File: src/rtl/bcd_rtc_pkg.sv
package bcd_rtc_pkg;
  localparam int NUM_FIELDS = 7;
  localparam int NUM_ALARM  = 6;
  localparam int F_SEC  = 0;
  localparam int F_MIN  = 1;
  localparam int F_HOUR = 2;
  localparam int F_DAY  = 3;
  localparam int F_MON  = 4;
  localparam int F_YEAR = 5;
  localparam int F_WDAY = 6;

  localparam logic [4:0] A_ALARM0 = 5'h07;
  localparam logic [4:0] A_CTRL   = 5'h0D;
  localparam logic [4:0] A_STAT   = 5'h0E;
  localparam logic [4:0] A_IEN    = 5'h0F;
  localparam logic [4:0] A_COMPL  = 5'h10;
  localparam logic [4:0] A_COMPH  = 5'h11;

  typedef logic [NUM_FIELDS-1:0][7:0] rtc_fields_t;

  localparam rtc_fields_t TIME_RST = {8'h00, 8'h00, 8'h01, 8'h01, 8'h00, 8'h00, 8'h00};

  function automatic logic [7:0] bcd_inc(input logic [7:0] v);
    return (v[3:0] == 4'd9) ? {v[7:4] + 4'd1, 4'd0} : v + 8'd1;
  endfunction

  function automatic logic [7:0] month_len(input logic [7:0] mon, input logic [7:0] yr);
    logic leap;
    leap = (!yr[4] && (yr[3:0] == 4'd0 || yr[3:0] == 4'd4 || yr[3:0] == 4'd8)) ||
           ( yr[4] && (yr[3:0] == 4'd2 || yr[3:0] == 4'd6));
    case (mon)
      8'h02:                      return leap ? 8'h29 : 8'h28;
      8'h04, 8'h06, 8'h09, 8'h11: return 8'h30;
      default:                    return 8'h31;
    endcase
  endfunction
endpackage

File: src/rtl/rtc_time_chain.sv
module rtc_time_chain
  import bcd_rtc_pkg::*;
(
  input  logic        clk,
  input  logic        rst_n,
  input  logic        adv,
  input  logic        wr_en,
  input  logic [2:0]  wr_idx,
  input  logic [7:0]  wr_data,
  output rtc_fields_t cur_q,
  output rtc_fields_t nxt,
  output logic [3:0]  ev
);
  // Combinational next-second value; ev = {day, hour, min, sec} rollovers.
  always_comb begin
    nxt = cur_q;
    ev  = 4'b0000;
    if (adv) begin
      ev[0] = 1'b1;
      if (cur_q[F_SEC] == 8'h59) begin
        nxt[F_SEC] = 8'h00;
        ev[1] = 1'b1;
        if (cur_q[F_MIN] == 8'h59) begin
          nxt[F_MIN] = 8'h00;
          ev[2] = 1'b1;
          if (cur_q[F_HOUR] == 8'h23) begin
            nxt[F_HOUR] = 8'h00;
            ev[3] = 1'b1;
            nxt[F_WDAY] = (cur_q[F_WDAY] >= 8'h06) ? 8'h00 : cur_q[F_WDAY] + 8'h01;
            if (cur_q[F_DAY] >= month_len(cur_q[F_MON], cur_q[F_YEAR])) begin
              nxt[F_DAY] = 8'h01;
              if (cur_q[F_MON] >= 8'h12) begin
                nxt[F_MON]  = 8'h01;
                nxt[F_YEAR] = (cur_q[F_YEAR] == 8'h99) ? 8'h00 : bcd_inc(cur_q[F_YEAR]);
              end else begin
                nxt[F_MON] = bcd_inc(cur_q[F_MON]);
              end
            end else begin
              nxt[F_DAY] = bcd_inc(cur_q[F_DAY]);
            end
          end else begin
            nxt[F_HOUR] = bcd_inc(cur_q[F_HOUR]);
          end
        end else begin
          nxt[F_MIN] = bcd_inc(cur_q[F_MIN]);
        end
      end else begin
        nxt[F_SEC] = bcd_inc(cur_q[F_SEC]);
      end
    end
  end

  always_ff @(posedge clk) begin
    if (!rst_n)     cur_q <= TIME_RST;
    else if (wr_en) cur_q[wr_idx] <= wr_data;
    else            cur_q <= nxt;
  end
endmodule

File: src/rtl/rtc_alarm_cmp.sv
module rtc_alarm_cmp
  import bcd_rtc_pkg::*;
(
  input  rtc_fields_t                 cand,
  input  logic [NUM_ALARM-1:0][7:0]   alarm,
  output logic                        match
);
  logic [NUM_ALARM-1:0] eq;
  for (genvar i = 0; i < NUM_ALARM; i++) begin : g_cmp
    assign eq[i] = (cand[i] == alarm[i]);
  end
  assign match = &eq;
endmodule

File: src/rtl/rtc_status_irq.sv
module rtc_status_irq (
  input  logic       clk,
  input  logic       rst_n,
  input  logic [3:0] ev,
  input  logic       alarm_hit,
  input  logic       clr_en,
  input  logic [7:0] clr_mask,
  input  logic [3:0] ien,
  input  logic       run,
  output logic [7:0] stat,
  output logic       irq
);
  // flags[5:0] hold status bits 7:2
  logic [5:0] flags_q;
  logic [5:0] set_v, clr_v;
  logic       per_flag;

  assign set_v = {1'b0, alarm_hit, ev};
  assign clr_v = clr_en ? clr_mask[7:2] : 6'b0;

  always_ff @(posedge clk) begin
    if (!rst_n) flags_q <= 6'b100000;
    else        flags_q <= (flags_q & ~clr_v) | set_v;
  end

  assign per_flag = flags_q[ien[1:0]];
  assign stat     = {flags_q, run, 1'b0};
  assign irq      = (flags_q[4] & ien[3]) | (per_flag & ien[2]);
endmodule

File: src/rtl/bcd_rtc.sv
module bcd_rtc
  import bcd_rtc_pkg::*;
#(
  parameter int ADDR_W = 5,
  parameter int DATA_W = 8
) (
  input  logic              clk,
  input  logic              rst_n,
  input  logic              tick_1hz,
  input  logic              bus_sel,
  input  logic              bus_we,
  input  logic [ADDR_W-1:0] bus_addr,
  input  logic [DATA_W-1:0] bus_wdata,
  output logic [DATA_W-1:0] bus_rdata,
  output logic              irq
);
  localparam logic [ADDR_W-1:0] LAST_TIME = ADDR_W'(NUM_FIELDS - 1);

  rtc_fields_t               live_q, live_nxt, snap_q;
  logic [NUM_ALARM-1:0][7:0] alarm_q;
  logic [5:0]                ctrl_q;
  logic [3:0]                ien_q;
  logic [7:0]                compl_q, comph_q;
  logic [3:0]                ev;
  logic [7:0]                stat_w;
  logic                      wr, time_wr, adv, match, snap_req;
  logic [ADDR_W-1:0]         alarm_off;

  assign wr        = bus_sel & bus_we;
  assign time_wr   = wr & (bus_addr <= LAST_TIME);
  assign adv       = tick_1hz & ctrl_q[0] & ~time_wr;
  assign snap_req  = wr & (bus_addr == A_CTRL) & bus_wdata[6];
  assign alarm_off = bus_addr - A_ALARM0;

  rtc_time_chain u_chain (
    .clk(clk), .rst_n(rst_n), .adv(adv), .wr_en(time_wr),
    .wr_idx(bus_addr[2:0]), .wr_data(bus_wdata[7:0]),
    .cur_q(live_q), .nxt(live_nxt), .ev(ev)
  );

  rtc_alarm_cmp u_cmp (.cand(live_nxt), .alarm(alarm_q), .match(match));

  rtc_status_irq u_stat (
    .clk(clk), .rst_n(rst_n), .ev(ev), .alarm_hit(adv & match),
    .clr_en(wr & (bus_addr == A_STAT)), .clr_mask(bus_wdata[7:0]),
    .ien(ien_q), .run(ctrl_q[0]), .stat(stat_w), .irq(irq)
  );

  always_ff @(posedge clk) begin
    if (!rst_n) begin
      snap_q  <= TIME_RST;
      alarm_q <= '0;
      ctrl_q  <= '0;
      ien_q   <= '0;
      compl_q <= '0;
      comph_q <= '0;
    end else begin
      if (snap_req) snap_q <= live_q;
      if (wr) begin
        if (bus_addr >= A_ALARM0 && bus_addr < A_CTRL)
          alarm_q[alarm_off[2:0]] <= bus_wdata[7:0];
        if (bus_addr == A_CTRL)  ctrl_q  <= bus_wdata[5:0];
        if (bus_addr == A_IEN)   ien_q   <= bus_wdata[3:0];
        if (bus_addr == A_COMPL) compl_q <= bus_wdata[7:0];
        if (bus_addr == A_COMPH) comph_q <= bus_wdata[7:0];
      end
    end
  end

  always_comb begin
    bus_rdata = '0;
    if (bus_sel && !bus_we) begin
      if (bus_addr <= LAST_TIME)
        bus_rdata = DATA_W'(snap_q[bus_addr[2:0]]);
      else if (bus_addr < A_CTRL)
        bus_rdata = DATA_W'(alarm_q[alarm_off[2:0]]);
      else begin
        case (bus_addr)
          A_CTRL:  bus_rdata = DATA_W'({2'b00, ctrl_q});
          A_STAT:  bus_rdata = DATA_W'(stat_w);
          A_IEN:   bus_rdata = DATA_W'({4'b0000, ien_q});
          A_COMPL: bus_rdata = DATA_W'(compl_q);
          A_COMPH: bus_rdata = DATA_W'(comph_q);
          default: bus_rdata = '0;
        endcase
      end
    end
  end
endmodule

File: config.mk
export PLATFORM = sky130hd
export DESIGN_NAME = bcd_rtc
export DESIGN_NICKNAME = d
export VERILOG_FILES = /design/src/rtl/bcd_rtc_pkg.sv /design/src/rtl/rtc_time_chain.sv /design/src/rtl/rtc_alarm_cmp.sv /design/src/rtl/rtc_status_irq.sv /design/src/rtl/bcd_rtc.sv
export SDC_FILE = /design/constraint.sdc
export NUM_CORES = 1
export LEC_CHECK = 0
export ABC_AREA = 1
export BUFFER_PORTS_ARGS = -buffer_cell sky130_fd_sc_hd__clkbuf_2
export CORE_MARGIN = 2
export CORE_UTILIZATION = 65
export DETAILED_ROUTE_END_ITERATION = 10
export GPL_TIMING_DRIVEN = 0
export PLACE_DENSITY = 0.92
export RECOVER_POWER = 25
export SETUP_SLACK_MARGIN = 0.15
export SKIP_CTS_REPAIR_TIMING = 1
export SYNTH_ARGS = -nofsm -noshare
export SYNTH_HDL_FRONTEND = slang
export SYNTH_HIERARCHICAL = 1
export SYNTH_SLANG_ARGS = --single-unit
File: constraint.sdc
create_clock -name clk -period 5.8 [get_ports clk]
set_input_delay 1.16 -clock clk [delete_from_list [all_inputs] [get_ports clk]]
set_output_delay 1.16 -clock clk [all_outputs]
set_load 0.02 [all_outputs]
==> flow_summary.yaml <==
critical_path:
  path_buf_inv: 9
  r2r_setup_slack_ps: 1360
  reg2reg_depth: 25
  cp_max_fo: 11
  required_ps: 6180
  timing.critical_path.cells: "clkbuf_2 > buf_4 > inv_2 > buf_2 > ha_1 > o21ai_0 > buf_2 > o211ai_1 > inv_1 > clkbuf_2 > clkbuf_1 > a21oi_1 > nor2_1 > xnor2_1 > nand2_1 > nor2_1 > nand2_1 > nor2_1 > nand2_1 > nor2_2 > inv_1 > nor2_1 > a21oi_1 > nor2_1"
  crit_path_frequent_cell: "nor2_1"
  critPathLaunchType: "primary input"
  rr_endpoint: "u_stat/flags_q[4]"
  criticalPathCategory: "in -> reg"
  rr_startpoint: "u_chain/cur_q[37]"
  slowest_delay_ps: 620
  end_kind: "flop"
  cpMaxStageDelayCell: "clkbuf_1"
  critPathArrivalTime_ps: 6010
  crit_family: "buffers and inverters"
clock_network:
  htreeDepth: 4
  cts.path.max_buffers: 2
  cts_sinks: 192
  cts_root_buffer: "clkbuf_16"
  clk_pin_slew_ps: 70
  cts_buffers: 17
  clk-insertion-delay-late_ps: 450
  cts_tree: "built"
final_layout:
  fin_cells: 2244
  seq_area_mm2: 0.003844
  fillers: 1640
  utilization_pct: 72.28
  drive_gt1_share_pct: 6.948
  finalNetCount: 2049
  area_growth_syn_to_layout_pct: 8.117
  multi_input_area_mm2: 0.007067
  diodes: 0
die:
  die_area_mm2: 0.01977
  coreArea_mm2: 0.01815
  die_w_um: 140.6
  die_h_um: 140.6
  io_pins: 27
  num_rows: 49
  start_util_pct: 66.85
sta:
  setup_viol: 0
  setup_ws_ps: 172.8
  fmax_mhz: 177.7
  slew_headroom_pct: 40.01
  worst_pin_slew_ps: 892.9
  min_period_over_period_pct: 97.02
  slew_violations: 0
  fin_setup_tns_ps: 0
  hold_viol_final: 0
  skew_ps: 12.27
  finalCriticalPeriod_ps: 5627
  rsz0062_at_grt: "yes"
hold_path:
  holdPathEnd: "comph_q[7]"
  holdCritStartpoint: "comph_q[7]"
  hold_depth: 2
  hold_path.class: "reg -> reg"
grt:
  gr-total-overflow: 0
  grt_usage_pct: 45.87
  antenna_found_initial: 0
  grt_pass1_wl_mm: 69.40
  grt_max_degree: 19
  grt_pass1_vias: 12620
detailed_routing:
  route.vias.total: 13850
  drc: 0
  wl_mm: 45.50
  first_iter_violations: 2052
  ant_nets: 0
  wl_per_cell_um: 20.28
  viasPerCell: 6.170
  drt_pass1_iterations: 7
run:
  cap_viol_max_count: 0
logic_synthesis:
  syn-instance-count: 1958
  synth.yosys.warnings: 6
  syn_area_mm2: 0.01213
  syn_nets: 2005
  avgSynthCellArea_um2: 6.196
status:
  outcome: "finished, final reports clean"
power:
  leakagePower_nw: 5.423
  irDropWorstVdd_v: 0.0002072
  p_total_w: 0.002841
  p_per_area_mw_per_mm2: 216.6
placement:
  placed_cells_incl_taps: 2212
  io_buffers: 25
  post-place-ws_ps: -197.0
  place_congestion: 1.040
  dp_hpwl_mm: 34.12
routing by layer:
| metal | vias up | GRT usage, % | routed length, um |
|---|---|---|---|
| met2 | 1026 | 70.32 | 19210 |
| met5 | - | 0 | 0 |
| li1 | 6408 | - | - |
| met3 | 238 | 12.33 | 6322 |
| met1 | 6174 | 57.96 | 16590 |
| met4 | 0 | 27.63 | 3372 |
placed cells by master, fill, tap and decap left out, types with 7 or more instances in the layout:
| cell | instances |
|---|---|
| clkbuf_2 | 26 |
| a31oi_1 | 34 |
| dfxtp_1 | 192 |
| ha_1 | 29 |
| o21ai_0 | 70 |
| inv_1 | 194 |
| nand2_1 | 645 |
| nor2_2 | 7 |
| inv_2 | 9 |
| a21oi_1 | 164 |
| nand3_1 | 164 |
| xnor2_1 | 39 |
| buf_4 | 16 |
| o22ai_1 | 25 |
| nor2_1 | 194 |
| clkbuf_16 | 17 |
| buf_2 | 14 |
| nand4_1 | 26 |
| clkbuf_1 | 47 |
| nor3_1 | 7 |
final cells by class:
type / instances / share of cell area [%]
Timing Repair Buffer: 25 / 0.9444
Tap cell: 229 / 2.184
Inverter: 208 / 6.000
Multi-Input combinational cell: 1474 / 53.88
Buffer: 84 / 3.129
Clock buffer: 17 / 3.243
Sequential cell: 192 / 29.30
Clock inverter: 15 / 1.316
tightest hold or removal path, stage by stage, from the launching register on:
cell     delay [ps]
dfxtp_1         310
nand2_1          60
a21oi_1          50
power breakdown:
part | internal (W) | switching, W | total, W | leakage, nW
Combinational | 0.0000672 | 0.000212 | 0.000279 | 3.59
Sequential | 0.00132 | 0.00000942 | 0.00133 | 1.55
Clock | 0.000650 | 0.000578 | 0.00123 | 0.283
sequential cells by signal, summed over array words and instances (netlist names):
register / count
snap_q: 56
u_chain/cur_q: 56
alarm_q: 48
comph_q: 8
compl_q: 8
ctrl_q: 6
u_stat/flags_q: 6
ien_q: 4
how the worst max path moves through the flow:
stage	cells after the start	endpoint	slack, ps	start
after floorplan	13	bus_rdata[5]	1520	bus_addr[0]
after global placement	24	u_stat/flags_q[4]	-60	bus_addr[0]
after detailed placement	24	u_stat/flags_q[4]	-200	bus_addr[0]
after CTS	24	u_stat/flags_q[4]	230	bus_addr[0]
after global routing	30	u_stat/flags_q[4]	50	bus_addr[0]
final	24	u_stat/flags_q[4]	170	bus_addr[0]
per-stage QoR:
| stage | area (um2) | hold slack [ps] |
|---|---|---|
| after CTS | 13140 | 465.9 |
| after detailed placement | 12540 | 449.6 |
| final | 13120 | 466.7 |
| after floorplan | 12130 | 418.8 |
| after global placement | 12540 | 441.6 |
| after global routing | 13120 | 485.0 |
(Power assumes the default switching activity.)
